===== src/rtl/pia_pkg.sv =====
package pia_pkg;

  localparam int SLOT_W = 8;

  typedef logic [SLOT_W-1:0] slot_vec_t;

  typedef enum logic [7:0] {
    OFS_HOST1_STAT = 8'h01,
    OFS_HOST2_STAT = 8'h02,
    OFS_FORCE      = 8'h03
  } reg_ofs_e;

  // Host-2 source: single-output units contribute their one request.
  function automatic slot_vec_t host2_source(slot_vec_t req_h1, slot_vec_t req_h2,
                                             slot_vec_t single_out);
    return (req_h1 & single_out) | (req_h2 & ~single_out);
  endfunction

  // Status of one host: live requests plus forced bits, fitted slots only.
  function automatic slot_vec_t fold_status(slot_vec_t src, slot_vec_t force_bits,
                                            slot_vec_t fitted);
    return (src | force_bits) & fitted;
  endfunction

  function automatic logic any_set(slot_vec_t v);
    return |v;
  endfunction

endpackage


===== src/rtl/pia_req_capture.sv =====
module pia_req_capture
  import pia_pkg::*;
#(
  parameter int NUM_UNITS = 8
) (
  input  logic                 clk,
  input  logic                 rst_n,
  input  logic [NUM_UNITS-1:0] req_h1_i,
  input  logic [NUM_UNITS-1:0] req_h2_i,
  output slot_vec_t            req_h1_q,
  output slot_vec_t            req_h2_q
);

  logic [NUM_UNITS-1:0] h1_r;
  logic [NUM_UNITS-1:0] h2_r;

  always_ff @(posedge clk) begin
    if (!rst_n) begin
      h1_r <= '0;
      h2_r <= '0;
    end else begin
      h1_r <= req_h1_i;
      h2_r <= req_h2_i;
    end
  end

  assign req_h1_q = slot_vec_t'(h1_r);
  assign req_h2_q = slot_vec_t'(h2_r);

  // the captured host-1 byte is last cycle's input
  p_capture_lag_r2: assert property (@(posedge clk) disable iff (!rst_n)
    $past(rst_n) |-> (req_h1_q == slot_vec_t'($past(req_h1_i))));

endmodule


===== src/rtl/pia_line_fold.sv =====
module pia_line_fold
  import pia_pkg::*;
#(
  parameter slot_vec_t FITTED = 8'hFF
) (
  input  slot_vec_t src_i,
  input  slot_vec_t force_i,
  output slot_vec_t stat_o,
  output logic      irq_n_o
);

  slot_vec_t stat_w;

  assign stat_w  = fold_status(src_i, force_i, FITTED);
  assign stat_o  = stat_w;
  assign irq_n_o = ~any_set(stat_w);

  // unfitted slots never appear (immediate check)
  always_comb begin
    p_unfitted_zero_r5: assert ((stat_o & ~FITTED) == '0);
  end

endmodule


===== src/rtl/pia_reg_port.sv =====
module pia_reg_port
  import pia_pkg::*;
#(
  parameter int ADDR_W = 8
) (
  input  logic              clk,
  input  logic              rst_n,
  input  logic              rd_i,
  input  logic              wr_i,
  input  logic [ADDR_W-1:0] addr_i,
  input  logic [7:0]        wdata_i,
  input  slot_vec_t         stat_h1_i,
  input  slot_vec_t         stat_h2_i,
  output logic [7:0]        rdata_o,
  output logic              rvalid_o,
  output slot_vec_t         force_q
);

  logic      hit_h1;
  logic      hit_h2;
  logic      hit_force;
  logic      force_wr_ev;
  slot_vec_t rd_mux;

  assign hit_h1      = (addr_i == ADDR_W'(OFS_HOST1_STAT));
  assign hit_h2      = (addr_i == ADDR_W'(OFS_HOST2_STAT));
  assign hit_force   = (addr_i == ADDR_W'(OFS_FORCE));
  assign force_wr_ev = wr_i & hit_force;

  always_comb begin
    rd_mux = '0;
    if (hit_h1)      rd_mux = stat_h1_i;
    else if (hit_h2) rd_mux = stat_h2_i;
  end

  always_ff @(posedge clk) begin
    if (!rst_n) begin
      rdata_o  <= '0;
      rvalid_o <= 1'b0;
      force_q  <= '0;
    end else begin
      rvalid_o <= rd_i;
      if (rd_i) rdata_o <= rd_mux;
      if (force_wr_ev) force_q <= wdata_i;
    end
  end

  // a read returns the addressed status seen at the strobe edge
  p_read_h1_r7: assert property (@(posedge clk) disable iff (!rst_n)
    (rd_i && hit_h1) |=> (rvalid_o && rdata_o == $past(stat_h1_i)));
  p_read_h2_r7: assert property (@(posedge clk) disable iff (!rst_n)
    (rd_i && hit_h2) |=> (rvalid_o && rdata_o == $past(stat_h2_i)));
  // unmapped reads give zero
  p_unmapped_zero_r8: assert property (@(posedge clk) disable iff (!rst_n)
    (rd_i && !hit_h1 && !hit_h2) |=> (rvalid_o && rdata_o == 8'h00));
  // status offsets do not alter the force register
  p_status_wr_ignored_r10: assert property (@(posedge clk) disable iff (!rst_n)
    (wr_i && !hit_force) |=> $stable(force_q));

endmodule


===== src/rtl/pia_dual_host.sv =====
module pia_dual_host
  import pia_pkg::*;
#(
  parameter int                   NUM_UNITS  = 8,
  parameter int                   ADDR_W     = 8,
  parameter logic [NUM_UNITS-1:0] FIT_MASK   = 8'hEF,
  parameter logic [NUM_UNITS-1:0] SINGLE_OUT = 8'h40
) (
  input  logic                 clk,
  input  logic                 rst_n,
  input  logic [NUM_UNITS-1:0] unit_req_h1_i,
  input  logic [NUM_UNITS-1:0] unit_req_h2_i,
  input  logic                 reg_rd_i,
  input  logic                 reg_wr_i,
  input  logic [ADDR_W-1:0]    reg_addr_i,
  input  logic [7:0]           reg_wdata_i,
  output logic [7:0]           reg_rdata_o,
  output logic                 reg_rvalid_o,
  output logic                 int1_n,
  output logic                 int2_n
);

  localparam int        NUM_HOSTS  = 2;
  localparam slot_vec_t FIT_EXT    = slot_vec_t'(FIT_MASK);
  localparam slot_vec_t SINGLE_EXT = slot_vec_t'(SINGLE_OUT);

  slot_vec_t req_h1_q;
  slot_vec_t req_h2_q;
  slot_vec_t force_q;
  slot_vec_t line_src  [NUM_HOSTS];
  slot_vec_t line_stat [NUM_HOSTS];
  logic      line_irq_n[NUM_HOSTS];

  pia_req_capture #(.NUM_UNITS(NUM_UNITS)) u_capture (
    .clk      (clk),
    .rst_n    (rst_n),
    .req_h1_i (unit_req_h1_i),
    .req_h2_i (unit_req_h2_i),
    .req_h1_q (req_h1_q),
    .req_h2_q (req_h2_q)
  );

  for (genvar h = 0; h < NUM_HOSTS; h++) begin : g_host
    if (h == 0) begin : g_src_h1
      assign line_src[h] = req_h1_q;
    end else begin : g_src_h2
      assign line_src[h] = host2_source(req_h1_q, req_h2_q, SINGLE_EXT);
    end
    pia_line_fold #(.FITTED(FIT_EXT)) u_fold (
      .src_i   (line_src[h]),
      .force_i (force_q),
      .stat_o  (line_stat[h]),
      .irq_n_o (line_irq_n[h])
    );
  end

  pia_reg_port #(.ADDR_W(ADDR_W)) u_regs (
    .clk       (clk),
    .rst_n     (rst_n),
    .rd_i      (reg_rd_i),
    .wr_i      (reg_wr_i),
    .addr_i    (reg_addr_i),
    .wdata_i   (reg_wdata_i),
    .stat_h1_i (line_stat[0]),
    .stat_h2_i (line_stat[1]),
    .rdata_o   (reg_rdata_o),
    .rvalid_o  (reg_rvalid_o),
    .force_q   (force_q)
  );

  assign int1_n = line_irq_n[0];
  assign int2_n = line_irq_n[1];

  // single-output slots agree between the hosts
  p_single_mirror_r4: assert property (@(posedge clk) disable iff (!rst_n)
    ((line_stat[0] ^ line_stat[1]) & SINGLE_EXT) == '0);
  // pins track whether the status byte is non-zero
  p_pin1_level_r6: assert property (@(posedge clk) disable iff (!rst_n)
    int1_n == (line_stat[0] == '0));
  p_pin2_level_r6: assert property (@(posedge clk) disable iff (!rst_n)
    int2_n == (line_stat[1] == '0));
  // forced fitted bits show up in both hosts
  p_force_both_r9: assert property (@(posedge clk) disable iff (!rst_n)
    ((force_q & FIT_EXT & ~line_stat[0]) == '0) && ((force_q & FIT_EXT & ~line_stat[1]) == '0));
  // reset leaves pins inactive and no read pending
  p_reset_idle_r1: assert property (@(posedge clk)
    !rst_n |=> (int1_n && int2_n && !reg_rvalid_o));

endmodule


===== config.mk =====
export PLATFORM = sky130hd
export DESIGN_NAME = pia_dual_host
export DESIGN_NICKNAME = d
export VERILOG_FILES = /design/src/rtl/pia_pkg.sv /design/src/rtl/pia_req_capture.sv /design/src/rtl/pia_line_fold.sv /design/src/rtl/pia_reg_port.sv /design/src/rtl/pia_dual_host.sv
export SDC_FILE = /design/constraint.sdc
export NUM_CORES = 1
export LEC_CHECK = 0
export BUFFER_PORTS_ARGS = -buffer_cell sky130_fd_sc_hd__buf_2
export CORE_MARGIN = 1.5
export CORE_UTILIZATION = 46
export DETAILED_ROUTE_END_ITERATION = 10
export GPL_ROUTABILITY_DRIVEN = 0
export PLACE_DENSITY = 0.77
export SLEW_MARGIN = 20
export SYNTH_ARGS = -nofsm -noshare
export SYNTH_HDL_FRONTEND = slang
export SYNTH_SLANG_ARGS = --single-unit

===== constraint.sdc =====
create_clock -name clk -period 1.8 [get_ports clk]
set_input_delay 0.36 -clock clk [delete_from_list [all_inputs] [get_ports clk]]
set_output_delay 0.36 -clock clk [all_outputs]
set_load 0.02 [all_outputs]

* Word level (Yosys, flattened, before mapping) *
Cells that the tools add are included.

cells by class
  bitwise gates (word level) = 6
  equal/unequal tests = 3
  multiplexer cells = 2
  reduce and logical (&&, ||, !) cells = 2

operators with widths
  kind                  number
  $eq A8 B2 Y1 const B  2
  $mux W8               2
  $or A8 B8 Y8          2
  $reduce_or A7 Y1      2
  $eq A8 B1 Y1 const B  1
  $or A7 B8 Y8          1
  $not A1 Y1            2
  $and A1 B1 Y1         1

word-level totals
  register bits after elaboration = 33
  output and inout bits = 11
  logic and storage cells = 18

* Depth between registers and ports, before layout *
  word-level depth = 4
  mapped depth = 5
  mapped depth without buffers = 3

* Hierarchy *
Synthesis repeated with hierarchy kept, for this count alone.

unflattened totals
  cell total of the unflattened synthesis = 138
  area, all modules = 1380.1 µm²

modules (own cells, without submodules)
  module           times used  sequential area each (µm²)  cells an instance  area an instance (µm²)
  pia_reg_port     1           340.3                       79                 745.7
  pia_req_capture  1           320.3                       33                 446.7
  pia_line_fold    2           0.0                         13                 93.8

* Least setup slack after synthesis *
OpenSTA, ideal clock, no wires.

  path kind = reg-to-output
  start point = register u_capture.h1_r[5] (netlist: u_capture.req_h1_q[5])
  end point = output port int1_n
  arrival time = 1.423 ns
  data required time = 1.440 ns
  stages on the path, launching flop included = 3
  path slack = 0.017 ns
  path through = dfxtp_1 > or4_1 > nor4_1

between the ends
  cells in the longest elaborated chain, start to end = 3

RTL lines
  what                    RTL line               source
  from (decl)             pia_req_capture.sv:14  logic [NUM_UNITS-1:0] h1_r;
  from (signal assigned)  pia_req_capture.sv:22  h1_r <= req_h1_i;
  $or A8 B8 Y8            pia_pkg.sv:22          return (src | force_bits) & fitted;
  $reduce_or A7 Y1        pia_pkg.sv:26          return |v;
  $not A1 Y1              pia_line_fold.sv:16    assign irq_n_o = ~any_set(stat_w);
  to (decl)               pia_dual_host.sv:19    output logic int1_n,

Every way passes these cells.

* Final worst setup path *
  start point = register u_regs.force_q[5]
  end point = output port int1_n

between the ends
  cells in the longest elaborated chain, start to end = 3

RTL lines
  what                    RTL line             source
  from (decl)             pia_reg_port.sv:16   output slot_vec_t force_q
  from (signal assigned)  pia_reg_port.sv:44   if (force_wr_ev) force_q <= wdata_i;
  $or A8 B8 Y8            pia_pkg.sv:22
  $reduce_or A7 Y1        pia_pkg.sv:26
  $not A1 Y1              pia_line_fold.sv:16

Every way passes these cells.

==> impl_metrics.yaml <==
status:
  outcome: "finished, violations left"
  violations: "negative setup slack"
routing:
  wl_um: 2390
  dr.pass1.iters: 4
  vias: 891
  via_per_inst: 5.18
  drc: 0
  antenna_left: 0
  avgRoutedWirePerCell_um: 13.9
  drtIter0Drc: 17
pwr:
  power.share.clock_pct: 28.0
  peakVddDrop_v: 0.000463
  power_mw: 1.07
  p_sw_share_pct: 22.9
  power_leakage_nw: 0.622
  power.density_mw_per_mm2: 744
  switchingPower_mw: 0.245
  power_frac_seq_pct: 60.6
  pwr-share-comb_pct: 11.4
  power.internal_mw: 0.824
worst_setup_path:
  critPathMaxStageDelay_ps: 380
  crit_buf_inv: 1
  setup.worst_path.class: "flop to primary output"
  path_max_fanout: 3
  worst_ep_arrival_time_ps: 1550
  path_cells: "nor4_4, nand2_2, nor4_2, buf_2"
  worstPathRequired_ps: 1440
  slowest_stage: "dfxtp_2"
  path_delay_family: "simple AND/OR/NAND/NOR gates"
  startpoint_type: "flop"
  end_kind: "primary output"
cells_and_area:
  drive_gt1_share_pct: 45.8
  n_antenna_cell: 0
  finish.net_count: 181
  syn2layout_area_growth_pct: 29.7
  n_fill_cell: 192
  final_core_util_pct: 63.8
sta:
  setup_slack_ps: -107
  hold_viol: 0
  fin_crit_sh_pct: 106
  drv_slew: 0
  finalCriticalPeriod_ps: 1910
  finClkSkew_ps: 7.45
  fmax_mhz: 524
  finalSetupViolCount: 2
  grt_setup_unrepaired: "yes"
logic_synthesis:
  synth-compound-area-share_pct: 11.0
  synth_xor_area_share_pct: 0.789
  yosysSeqAreaShare_pct: 50.5
  synth_cell_types: 17
  synth_top_family_by_area: "simple AND/OR/NAND/NOR gates"
  yosys.area.top_type_share_pct: 50.5
  synth.area.mux_share_pct: 12.4
  synth-simple-area-share_pct: 21.9
  synth_area_leaders: "dfxtp_1 (51%), and2_1 (7.9%), a32o_1 (6.3%)"
  yosys_warnings: 0
  synth_top_area_cell: "dfxtp_1"
  ys_seq_elements: 28
  synth.net_count: 140
  syn_area_sq_mm: 0.00111
  synth_adder_area_share_pct: 0
  avgSynthCellArea_sq_um: 10.7
  netlist_instances: 104
floorplanning:
  rows: 17
  dieArea_sq_mm: 0.00272
  ios: 47
  start_util_pct: 49.2
  core_area_sq_mm: 0.00225
  fp.dieH_um: 52.1
  fp.dieW_um: 52.1
grt:
  antenna_found_initial: 0
  grt_pass1_wl_um: 3590
  grt_max_degree: 35
  overflow: 0
  grt_use_total_pct: 18.1
  grt_pass1_vias: 872
worst_hold_path:
  min-delay-path-class: "input port to flop"
cts:
  path_clk_slew_ps: 150
  htreeDepth: 1
  cts-hold-fix-buffers: 0
  cts_buffers: 3
  cts_buffer_depth: 2
  cts_sinks: 28
  insertion_delay_ps: 320
  cts_tree: "yes"
  clockRootBuffer: "clkbuf_4"
placed_design:
  io_buffers: 41
  hpwl_um: 1770
job:
  cap_viol_max_count: 0
[final timing paths]
kind / from / cells past startpoint / to / slack [ps]
setup / recovery: u_regs.force_q[5] / 4 / int1_n / -110
hold / removal: unit_req_h1_i[6] / 2 / u_capture.req_h1_q[6] / 240
setup reg to reg: u_capture.req_h2_q[7] / 3 / u_regs.rdata_o[7] / 680
hold reg to reg: u_regs.force_q[2] / 2 / u_regs.force_q[2] / 500
[cell usage in the layout, fill, tap and decap left out]
cell type / Yosys / final
buf_2: 0 / 40
dfxtp_1: 28 / 25
nand2_1: 15 / 14
and2_1: 14 / 14
mux2i_1: 7 / 7
o21a_1: 7 / 7
a32o_1: 7 / 7
mux2_2: 6 / 6
nor4_4: 2 / 5
or4_4: 1 / 3
clkbuf_4: 0 / 3
buf_4: 1 / 3
dfxtp_2: 0 / 3
nand2_2: 0 / 1
nor4_2: 0 / 1
nand3_1: 1 / 1
inv_1: 1 / 1
xnor2_1: 1 / 1
conb_1: 1 / 1
clkbuf_8: 0 / 1
[logic make-up after synthesis]
family,after synthesis
AO/OA/AOI/OAI,14
multiplexers,13
AND/OR/NAND/NOR,39
XOR/XNOR,1
buffers and inverters,8
other,1
flip-flops,28
[flip-flops by register name, summed over array words and instances (netlist names)]
name,flops
u_capture.req_h2_q,6
u_regs.rvalid_o,1
u_regs.force_q,7
u_capture.req_h1_q,7
u_regs.rdata_o,7
[Yosys cell counts]
library cell	n
nor4_4	2
and2_1	14
nand2_1	15
inv_1	1
buf_4	1
clkbuf_1	6
o21a_1	7
or4_1	2
xnor2_1	1
mux2i_1	7
mux2_2	6
nor4_1	4
conb_1	1
or4_4	1
a32o_1	7
dfxtp_1	28
nand3_1	1
[layer usage]
layer	share of wire [%]	routed length (um)	vias up	global-route usage, %
met4	1.1	27	0	5.26
li1	-	-	443	-
met1	41	983	409	19.4
met3	6.7	160	5	3.74
met5	0	0	-	0
met2	51	1220	34	34.8
[power by group through the flow]
stage	registers (mW)	logic [mW]	clock network, mW
detailed placement	0.659	0.113	0
CTS	0.645	0.114	0.303
global route	0.651	0.132	0.327
floorplan	0.657	0.0639	0
finish	0.648	0.122	0.300
global placement	0.658	0.108	0
[through the flow]
| stage | hold slack, ps | cells | setup slack, ps | setup TNS, ps | area, sq um |
|---|---|---|---|---|---|
| floorplan | 448 | 104 | 16.9 | 0 | 1110 |
| global placement | 462 | 168 | 99.5 | 0 | 1340 |
| detailed placement | 478 | 168 | 41.7 | 0 | 1340 |
| CTS | 230 | 172 | -128 | -249 | 1380 |
| global route | 224 | 172 | -174 | -342 | 1440 |
| finish | 237 | 172 | -107 | -196 | 1440 |
[repair_timing]
item / 4_1_cts / 5_1_grt
buffers inserted: 0 / 0
setup endpoints to repair: 2 / 2
resized for setup: 1 / 13
pin swaps: 1 / 3
[layout make-up]
type / instances / area, sq um / area share (%)
inverters: 1 / 3.75 / 0.261
well taps: 28 / 35.0 / 2.43
multi-input cells: 68 / 577 / 40.1
flip-flops and latches: 28 / 564 / 39.2
clock buffers: 4 / 36.3 / 2.52
repair buffers: 43 / 223 / 15.5
No activity file was read; power rests on OpenSTA's default activity.
